==> config.mk <==
export PLATFORM = sky130hd
export DESIGN_NAME = dual_stage_wdog
export DESIGN_NICKNAME = d
export VERILOG_FILES = /design/src/rtl/wdog_pkg.sv /design/src/rtl/wdog_ctrl.sv /design/src/rtl/wdog_datapath.sv /design/src/rtl/dual_stage_wdog.sv
export SDC_FILE = /design/constraint.sdc
export NUM_CORES = 1
export LEC_CHECK = 0
export BUFFER_PORTS_ARGS = -buffer_cell sky130_fd_sc_hd__buf_2
export CORE_ASPECT_RATIO = 1.2
export CORE_UTILIZATION = 59
export CTS_CLUSTER_SIZE = 25
export DETAILED_ROUTE_END_ITERATION = 8
export PLACE_DENSITY = 0.83
export SLEW_MARGIN = 20
export SYNTH_ARGS = -nofsm -noshare
export SYNTH_HDL_FRONTEND = slang
export SYNTH_SLANG_ARGS = --single-unit
==> constraint.sdc <==
create_clock -name clk -period 4.65 [get_ports clk]
set_input_delay 0.93 -clock clk [delete_from_list [all_inputs] [get_ports clk]]
set_output_delay 0.93 -clock clk [all_outputs]
set_load 0.01 [all_outputs]
==> src/rtl/wdog_pkg.sv <==
package wdog_pkg;
  localparam int BUS_AW = 12;
  localparam int BUS_DW = 32;

  localparam logic [BUS_AW-1:0] ADDR_CTRL  = 12'h000;
  localparam logic [BUS_AW-1:0] ADDR_OFFLO = 12'h008;
  localparam logic [BUS_AW-1:0] ADDR_OFFHI = 12'h00C;
  localparam logic [BUS_AW-1:0] ADDR_IDENT = 12'hFCC;
  localparam logic [BUS_AW-1:0] ADDR_KICK  = 12'h000;

  localparam int STAT_EN   = 0;
  localparam int STAT_WARN = 1;
  localparam int STAT_RST  = 2;

  typedef struct packed {
    logic              restart;
    logic              loadLo;
    logic              loadHi;
    logic [BUS_DW-1:0] data;
  } wdStrobe_t;
endpackage

==> src/rtl/wdog_ctrl.sv <==
module wdog_ctrl
  import wdog_pkg::*;
#(
  parameter int          CNT_W       = 48,
  parameter logic [3:0]  VERSION     = 4'h1,
  parameter logic [10:0] IMPLEMENTER = 11'h2A5
) (
  input  logic              clk,
  input  logic              rst_n,
  input  logic              busWrEn,
  input  logic              busFrame,
  input  logic [BUS_AW-1:0] busAddr,
  input  logic [BUS_DW-1:0] busWrData,
  input  logic [CNT_W-1:0]  offsetVal,
  input  logic              warnState,
  input  logic              resetState,
  output logic              enable,
  output wdStrobe_t         strobe,
  output logic [BUS_DW-1:0] busRdData
);
  localparam int HI_W = CNT_W - BUS_DW;

  logic ctrlWr;
  logic kickWr;
  logic wrCtrlWord;
  logic wrLo;
  logic wrHi;

  assign ctrlWr     = busWrEn && !busFrame;
  assign kickWr     = busWrEn && busFrame && (busAddr == ADDR_KICK);
  assign wrCtrlWord = ctrlWr && (busAddr == ADDR_CTRL);
  assign wrLo       = ctrlWr && (busAddr == ADDR_OFFLO);
  assign wrHi       = ctrlWr && (busAddr == ADDR_OFFHI);

  always_comb begin
    strobe.restart = kickWr || wrCtrlWord || wrLo || wrHi;
    strobe.loadLo  = wrLo;
    strobe.loadHi  = wrHi;
    strobe.data    = busWrData;
  end

  always_ff @(posedge clk or negedge rst_n) begin
    if (!rst_n) enable <= 1'b0;
    else if (wrCtrlWord) enable <= busWrData[0];
  end

  logic [BUS_DW-1:0] identWord;
  logic [BUS_DW-1:0] statWord;
  logic [BUS_DW-1:0] hiWord;

  always_comb begin
    identWord = '0;
    identWord[19:16] = VERSION;
    identWord[10:0]  = IMPLEMENTER;
    statWord = '0;
    statWord[STAT_EN]   = enable;
    statWord[STAT_WARN] = warnState;
    statWord[STAT_RST]  = resetState;
    hiWord = '0;
    hiWord[HI_W-1:0] = offsetVal[CNT_W-1:BUS_DW];
  end

  always_comb begin
    busRdData = '0;
    if (!busFrame) begin
      unique case (busAddr)
        ADDR_CTRL:  busRdData = statWord;
        ADDR_OFFLO: busRdData = offsetVal[BUS_DW-1:0];
        ADDR_OFFHI: busRdData = hiWord;
        ADDR_IDENT: busRdData = identWord;
        default:    busRdData = '0;
      endcase
    end
  end

  // The enable level changes only on a control-word write.
  p_enable_by_write_r6: assert property (@(posedge clk) disable iff (!rst_n)
    !wrCtrlWord |=> $stable(enable));
endmodule

==> src/rtl/wdog_datapath.sv <==
module wdog_datapath
  import wdog_pkg::*;
#(
  parameter int CNT_W = 48
) (
  input  logic             clk,
  input  logic             rst_n,
  input  logic             tick,
  input  logic             enable,
  input  wdStrobe_t        strobe,
  output logic [CNT_W-1:0] offsetVal,
  output logic             warn,
  output logic             resetReq
);
  localparam int HI_W = CNT_W - BUS_DW;

  logic [CNT_W-1:0] count;
  logic [CNT_W:0]   nextCount;
  logic             expire;

  assign nextCount = {1'b0, count} + 1'b1;
  assign expire    = enable && tick && (nextCount >= {1'b0, offsetVal});

  always_ff @(posedge clk or negedge rst_n) begin
    if (!rst_n) offsetVal <= '1;
    else begin
      if (strobe.loadLo) offsetVal[BUS_DW-1:0]     <= strobe.data;
      if (strobe.loadHi) offsetVal[CNT_W-1:BUS_DW] <= strobe.data[HI_W-1:0];
    end
  end

  // The refresh is tested before the expiry, so a same-cycle refresh wins.
  always_ff @(posedge clk or negedge rst_n) begin
    if (!rst_n) begin
      count <= '0;
      warn  <= 1'b0;
    end else if (strobe.restart) begin
      count <= '0;
      warn  <= 1'b0;
    end else if (!enable) begin
      warn  <= 1'b0;
    end else if (tick) begin
      if (expire) begin
        count <= '0;
        warn  <= 1'b1;
      end else begin
        count <= nextCount[CNT_W-1:0];
      end
    end
  end

  always_ff @(posedge clk or negedge rst_n) begin
    if (!rst_n) resetReq <= 1'b0;
    else if (expire && warn && !strobe.restart) resetReq <= 1'b1;
  end

  p_refresh_clears_warn_r4: assert property (@(posedge clk) disable iff (!rst_n)
    strobe.restart |=> !warn);

  p_race_refresh_wins_r5: assert property (@(posedge clk) disable iff (!rst_n)
    (strobe.restart && expire) |=> (!warn && (count == '0)));

  p_warn_from_tick_r2: assert property (@(posedge clk) disable iff (!rst_n)
    $rose(warn) |-> $past(enable && tick));

  p_escalate_after_warn_r3: assert property (@(posedge clk) disable iff (!rst_n)
    $rose(resetReq) |-> $past(warn));

  p_reset_sticky_r7: assert property (@(posedge clk) disable iff (!rst_n)
    resetReq |=> resetReq);

  p_frozen_when_off_r6: assert property (@(posedge clk) disable iff (!rst_n)
    (!enable && !strobe.restart) |=> ($stable(count) && !warn));

  p_count_in_range_r2: assert property (@(posedge clk) disable iff (!rst_n)
    (offsetVal == '0) || (count < offsetVal));
endmodule

==> src/rtl/dual_stage_wdog.sv <==
module dual_stage_wdog
  import wdog_pkg::*;
#(
  parameter int          CNT_W       = 48,
  parameter logic [3:0]  VERSION     = 4'h1,
  parameter logic [10:0] IMPLEMENTER = 11'h2A5
) (
  input  logic        clk,
  input  logic        rst_n,
  input  logic        tick,
  input  logic        busWrEn,
  input  logic        busFrame,
  input  logic [11:0] busAddr,
  input  logic [31:0] busWrData,
  output logic [31:0] busRdData,
  output logic        warnOut,
  output logic        resetReqOut
);
  wdStrobe_t        strobe;
  logic             enable;
  logic [CNT_W-1:0] offsetVal;
  logic             warn;
  logic             resetReq;

  wdog_ctrl #(.CNT_W(CNT_W), .VERSION(VERSION), .IMPLEMENTER(IMPLEMENTER)) u_ctrl (
    .clk(clk), .rst_n(rst_n), .busWrEn(busWrEn), .busFrame(busFrame),
    .busAddr(busAddr), .busWrData(busWrData), .offsetVal(offsetVal),
    .warnState(warn), .resetState(resetReq), .enable(enable),
    .strobe(strobe), .busRdData(busRdData)
  );

  wdog_datapath #(.CNT_W(CNT_W)) u_dp (
    .clk(clk), .rst_n(rst_n), .tick(tick), .enable(enable), .strobe(strobe),
    .offsetVal(offsetVal), .warn(warn), .resetReq(resetReq)
  );

  assign warnOut     = warn;
  assign resetReqOut = resetReq;
endmodule

* Yosys cells after proc, flatten, opt, wreduce, memory -nomap -nowiden
Index checks and enable logic that the tools add are counted.
** Storage, ports and cells
- Output and inout port bits :: 34
- Register bits :: 99
- Input port bits :: 49
- Word-level logic and storage cells :: 43
** Cells by class
- Muxes and demuxes :: 10
- $lt $le $gt $ge :: 1
- $add $sub $neg :: 1
- Reductions and logical operators :: 20
- Eq/ne operators :: 5
** Operators with widths (count)
- $mux W48 :: 4
- $pmux W32 S4 :: 1
- $add A48 B1 Y49 const B :: 1
- $ge A49 B48 Y1 :: 1
- $mux W32 :: 1
- $eq A12 B4 Y1 const B :: 2
- $eq A12 B12 Y1 const B :: 1
- $logic_not A12 Y1 :: 1
- $logic_and A1 B1 Y1 :: 10
- $mux W1 :: 4
- $reduce_and A2 Y1 :: 2
- $reduce_bool A2 Y1 :: 2
- $logic_or A1 B1 Y1 :: 3
- $ne A3 B1 Y1 const B :: 1
- $ne A3 B2 Y1 const B :: 1
- $logic_not A1 Y1 :: 2

* Depth between registers and ports, before layout
- Word-level depth :: 8
- Gate-level depth with buffers :: 19
- Gate-level depth less buffers :: 17

* By module
A second synthesis with hierarchy kept.
** Unflattened totals
- Cell total of the unflattened synthesis :: 751
- Area, all modules :: 6826.5 um^2
** Modules (own cells, without submodules)
- wdog_datapath :: area an instance 5936.9 um^2, cells each 630, instances 1, sequential area each 2512.4 um^2
- wdog_ctrl :: area an instance 889.6 um^2, cells each 121, instances 1, sequential area each 25.0 um^2

* Worst setup path after synthesis
No wires, ideal clock.
- Path kind :: reg2reg
- Start point :: reg u_dp.count[0]
- End point :: reg u_dp.count[13]
- Library setup time :: 0.077 ns
- Required time :: 4.573 ns
- Clock period less this slack :: 3.799 ns
- Setup slack :: 0.851 ns
- Arrival :: 3.721 ns
- Buffers on the path :: 2
- Cell stages (with the launch flop) :: 20
- Cells stage by stage :: dfrtp_1 -> ha_1 -> nand4_4 -> nor2_4 -> nand3_2 -> nor3_4 -> nand2_1 -> o21a_1 -> or2_2 -> ha_1 -> nand3_1 -> nor3_1 -> a221oi_1 -> o21ai_0 -> a311oi_1 -> o31a_2 -> buf_6 -> buf_6 -> nand3_1 -> a21oi_1
** On the way
- Longest elaborated chain between the ends :: 7
** RTL lines
- start: declaration :: line wdog_datapath.sv:17 : logic [CNT_W-1:0] count;
- start signal: assignment :: line wdog_datapath.sv:47 : count <= nextCount[CNT_W-1:0];
- $add A48 B1 Y49 (*) :: line wdog_datapath.sv:21 : assign nextCount = {1'b0, count} + 1'b1;
- $ge A49 B48 Y1 :: line wdog_datapath.sv:22 : assign expire = enable && tick && (nextCount >= {1'b0, offsetVal});
- $logic_and A1 B1 Y1 :: line wdog_datapath.sv:22
- $mux W48 (*) :: line wdog_datapath.sv:43 : if (expire) begin
- $mux W48 (*) :: line wdog_datapath.sv:42 : end else if (tick) begin
- $mux W48 (*) :: line wdog_datapath.sv:40 : end else if (!enable) begin
- $mux W48 (*) :: line wdog_datapath.sv:37 : end else if (strobe.restart) begin
Every way passes the cells marked *; elsewhere a longest branch is shown, timed or not. The select of a mux whose other input is x is not followed.
A chain may end at the register's enable or synchronous reset.

* Worst setup path after layout
- Start point :: reg u_dp.count[15]
- End point :: reg u_dp.count[33]
Same word-level chain as after synthesis.

==> results.tsv <==
stage	metric	value	unit
synthesis	synth-main-ff-cell	dfrtp_1	
route	routedWlPerCell	17.69	um
route	drt_wl_total	17300	um
synthesis	synth_edf_count	0	
clock_tree	cts_buffers	9	
clock_tree	path_clk_slew	0.07	ns
floorplanning	dieArea	0.01183	mm2
timing	tightest_slew	0.9989	ns
floorplanning	io-pin-count	83	
clock_tree	htree_levels	3	
placed_design	dp_cells	957	
timing	skew	0.007760	ns
synthesis	ys_async_sr_fraction	100.0	%
synthesis	yosys-top-cells-area	dfrtp_1, dfstp_2, ha_1, mux2_2, xnor2_1	
setup_path	path_buf_inv	2	
timing	maxSlewViolCount	0	
synthesis	ys_warn_count	0	
layout	layoutNonFillerInstCount	978	
timing	hold_ws	0.4743	ns
flow_run	drv_cap	0	
synthesis	synth_cell_types	61	
hold_path	hold_class	input port to async pin	
route	vias_per_cell	5.976	
route	via_count	5845	
synthesis	synth_xor_area_share	8.599	%
route	drt-initial-drc-count	343	
clock_tree	cts_tree	built	
power_and_ir_drop	power_density	225.8	mW/mm2
synthesis	synthAdderAreaFrac	9.120	%
layout	fill_cells	865	
clock_tree	cts_root_buffer	clkbuf_16	
timing	post-route-period-util	95.70	%
clock_tree	cts_sinks	99	
layout	diodes	0	
synthesis	synth-compound-area-share	11.09	%
synthesis	synth_top_family_by_area	simple AND/OR/NAND/NOR gates	
floorplanning	coreArea	0.01109	mm2
setup_path	end_kind	flip-flop	
clock_tree	hold_buffers	0	
grt	grt_pass1_vias	5844	
setup_path	max_stage_delay	0.47	ns
synthesis	yosysSeqAreaShare	37.74	%
timing	fin_crit	4.450	ns
grt	grt_pass1_wl	28240	um
placed_design	hpwlAfterDp	12610	um
setup_path	startpoint_type	flip-flop	
synthesis	synthMuxAreaShare	6.030	%
clock_tree	clk-insertion-delay-late	0.35	ns
floorplanning	rows	42	
timing	timing.final.hold_violations	0	
floorplanning	die_y	118.9	um
synthesis	synth_top_area_cell	dfrtp_1	
outcome	status	finished, final reports clean	
grt	grt_remaining_overflow	0	
synthesis	syn_avg_cell_area	9.085	um2
route	antenna_left	0	
floorplanning	start_util	60.63	%
timing	final-setup-viol-count	0	
placed_design	io_buffers	82	
timing	fmax	224.7	MHz
synthesis	syn-num-nets	838	
synthesis	synth_area	0.006723	mm2
route	first_pass_iters	7	
floorplanning	die_w	99.45	um
timing	relSlewSlack	33.41	%
route	post-route-drc-count	0	
setup_path	crit_path_top_delay_cell	dfrtp_1	
power_and_ir_drop	power.leakage	3.659	nW
placed_design	place_congestion	0.9302	
power_and_ir_drop	peakVddDrop	0.1817	mV
synthesis	synth_top_area_share	18.98	%
grt	grt_usage	30.41	%
setup_path	crit_type	flip-flop to flip-flop	
setup_path	arrival	4.71	ns
setup_path	required	4.91	ns
clock_tree	ctsLongestPathBuffers	2	
setup_path	crit_family	compound AO/OA/AOI/OAI gates	
layout	area_growth	13.55	%
grt	antenna_found_initial	0	
setup_path	crit_path_cell_trace	nand4_1, nor2_4, nand3_2, nor3_4, buf_4, nand3_1, xnor2_1, ha_1, a21oi_1, o21ai_0, a221oi_1, o21ai_0, a311oi_1, o31a_2, buf_4, a41oi_1, a31oi_1	
layout	drive_gt1_share	27.91	%
setup_path	cp_max_fo	10	
synthesis	ys_ff_latch	99	
synthesis	synthCells	740	
synthesis	synthSimpleGateAreaFrac	21.66	%
layout	fin_nets	917	
grt	grt_max_degree	44	
[report_power, final]
part | switching [mW] | internal, mW | leakage (nW) | total (mW)
clock network | 0.326 | 0.468 | 0.156 | 0.795
registers | 0.00246 | 0.866 | 1.19 | 0.869
logic | 0.0373 | 0.0229 | 2.32 | 0.0602
total | 0.366 | 1.36 | 3.66 | 1.72
[synth_stat cells, types with 3 or more instances]
master    count
xnor2_1      37
nor4_1        4
o211ai_1      5
inv_1        58
nand2_1      79
o21a_1        3
clkbuf_1     12
nor3_1       12
clkbuf_2      3
nor2_1       77
nor2b_1       4
mux2_2       36
nor2_2        4
a21oi_1      25
and2_1       16
and3_1        7
buf_6         4
a21o_1        3
o21ai_0      28
or2_2         5
dfstp_2      48
a221oi_1      8
buf_2         9
a22oi_1      11
dfrtp_1      51
xor2_1       29
ha_1         49
nand4_1      18
a31oi_1      12
nand3_1      35
a32o_1        5
nand3b_1      3
[final cells by class]
class | count | area, um2 | share of cell area [%]
Timing Repair Buffer | 99 | 540.5 | 7.081
Clock inverter | 6 | 80.08 | 1.049
Sequential cell | 99 | 2537 | 33.24
Tap cell | 154 | 192.7 | 2.524
Multi-Input combinational cell | 552 | 3836 | 50.25
Inverter | 58 | 217.7 | 2.852
Clock buffer | 10 | 229.0 | 3.000
[metal layers]
layer / track usage (%) / up-vias / share of wire, %
li1: - / 2707 / -
met1: 38.64 / 2804 / 40
met2: 51.56 / 293 / 50
met3: 4.871 / 41 / 7.0
met4: 12.22 / 0 / 3.3
met5: 0 / - / 0
[per-stage QoR]
stage | util [%] | worst slack (ns) | total power, mW | instance area, um2 | TNS [ns]
2_1_floorplan | - | 0.8515 | 0.8951 | 6723 | 0
5_1_grt | 68.84 | -0.009966 | 1.771 | 7634 | -0.01889
4_1_cts | 68.19 | 0.1104 | 1.730 | 7561 | 0
3_5_place_dp | 65.40 | 0.1362 | 0.9436 | 7252 | 0
3_3_place_gp | 65.38 | 0.3354 | 0.9408 | 7249 | 0
6_report | 68.84 | 0.2000 | 1.724 | 7634 | 0
[logic make-up after synthesis]
kind of cell               count (synthesis)
and+or+nand+nor                          287
AOI/OAI and AO/OA                        114
DFF                                       99
buffers and inverters                     89
xor gates and xnor gates                  66
adders and majority gates                 49
muxes                                     36
[final timing paths]
kind	from	endpoint	slack, ns	cells past startpoint
worst max-delay path	u_dp.count[15]$_DFFE_PN0P_	u_dp.count[33]$_DFFE_PN0P_	0.20	17
worst min-delay path	rst_n	u_dp.count[6]$_DFFE_PN0P_	0.47	1
worst max register to register	u_dp.count[15]$_DFFE_PN0P_	u_dp.count[33]$_DFFE_PN0P_	0.20	17
worst min register to register	u_dp.offsetVal[33]$_DFFE_PN1P_	u_dp.offsetVal[33]$_DFFE_PN1P_	0.53	2
max in group asynchronous	rst_n	u_dp.offsetVal[24]$_DFFE_PN1P_	3.27	2
min in group clk	u_dp.offsetVal[33]$_DFFE_PN1P_	u_dp.offsetVal[33]$_DFFE_PN1P_	0.53	2
[what timing repair did]
action,4_1_cts,5_1_grt
setup endpoints to repair,0,49
setup buffers,0,5
resized for setup,0,7
[placed cells by master (no fill, tap or decap), types with 12 or more instances in the layout]
| cell type | instances |
|---|---|
| nor2_1 | 76 |
| dfrtp_1 | 51 |
| buf_4 | 18 |
| a31oi_1 | 12 |
| nand4_1 | 18 |
| and2_1 | 16 |
| a21oi_1 | 25 |
| dfstp_2 | 48 |
| o21ai_0 | 28 |
| xnor2_1 | 37 |
| nand2_1 | 78 |
| buf_2 | 81 |
| mux2_2 | 36 |
| inv_1 | 58 |
| nand3_1 | 35 |
| xor2_1 | 29 |
| ha_1 | 48 |
[sequential cells by signal, summed over array words and instances (netlist names)]
signal          count
u_dp.resetReq       1
u_ctrl.enable       1
u_dp.warn           1
u_dp.offsetVal     48
u_dp.count         48
Power figures use the tool's default switching activity.
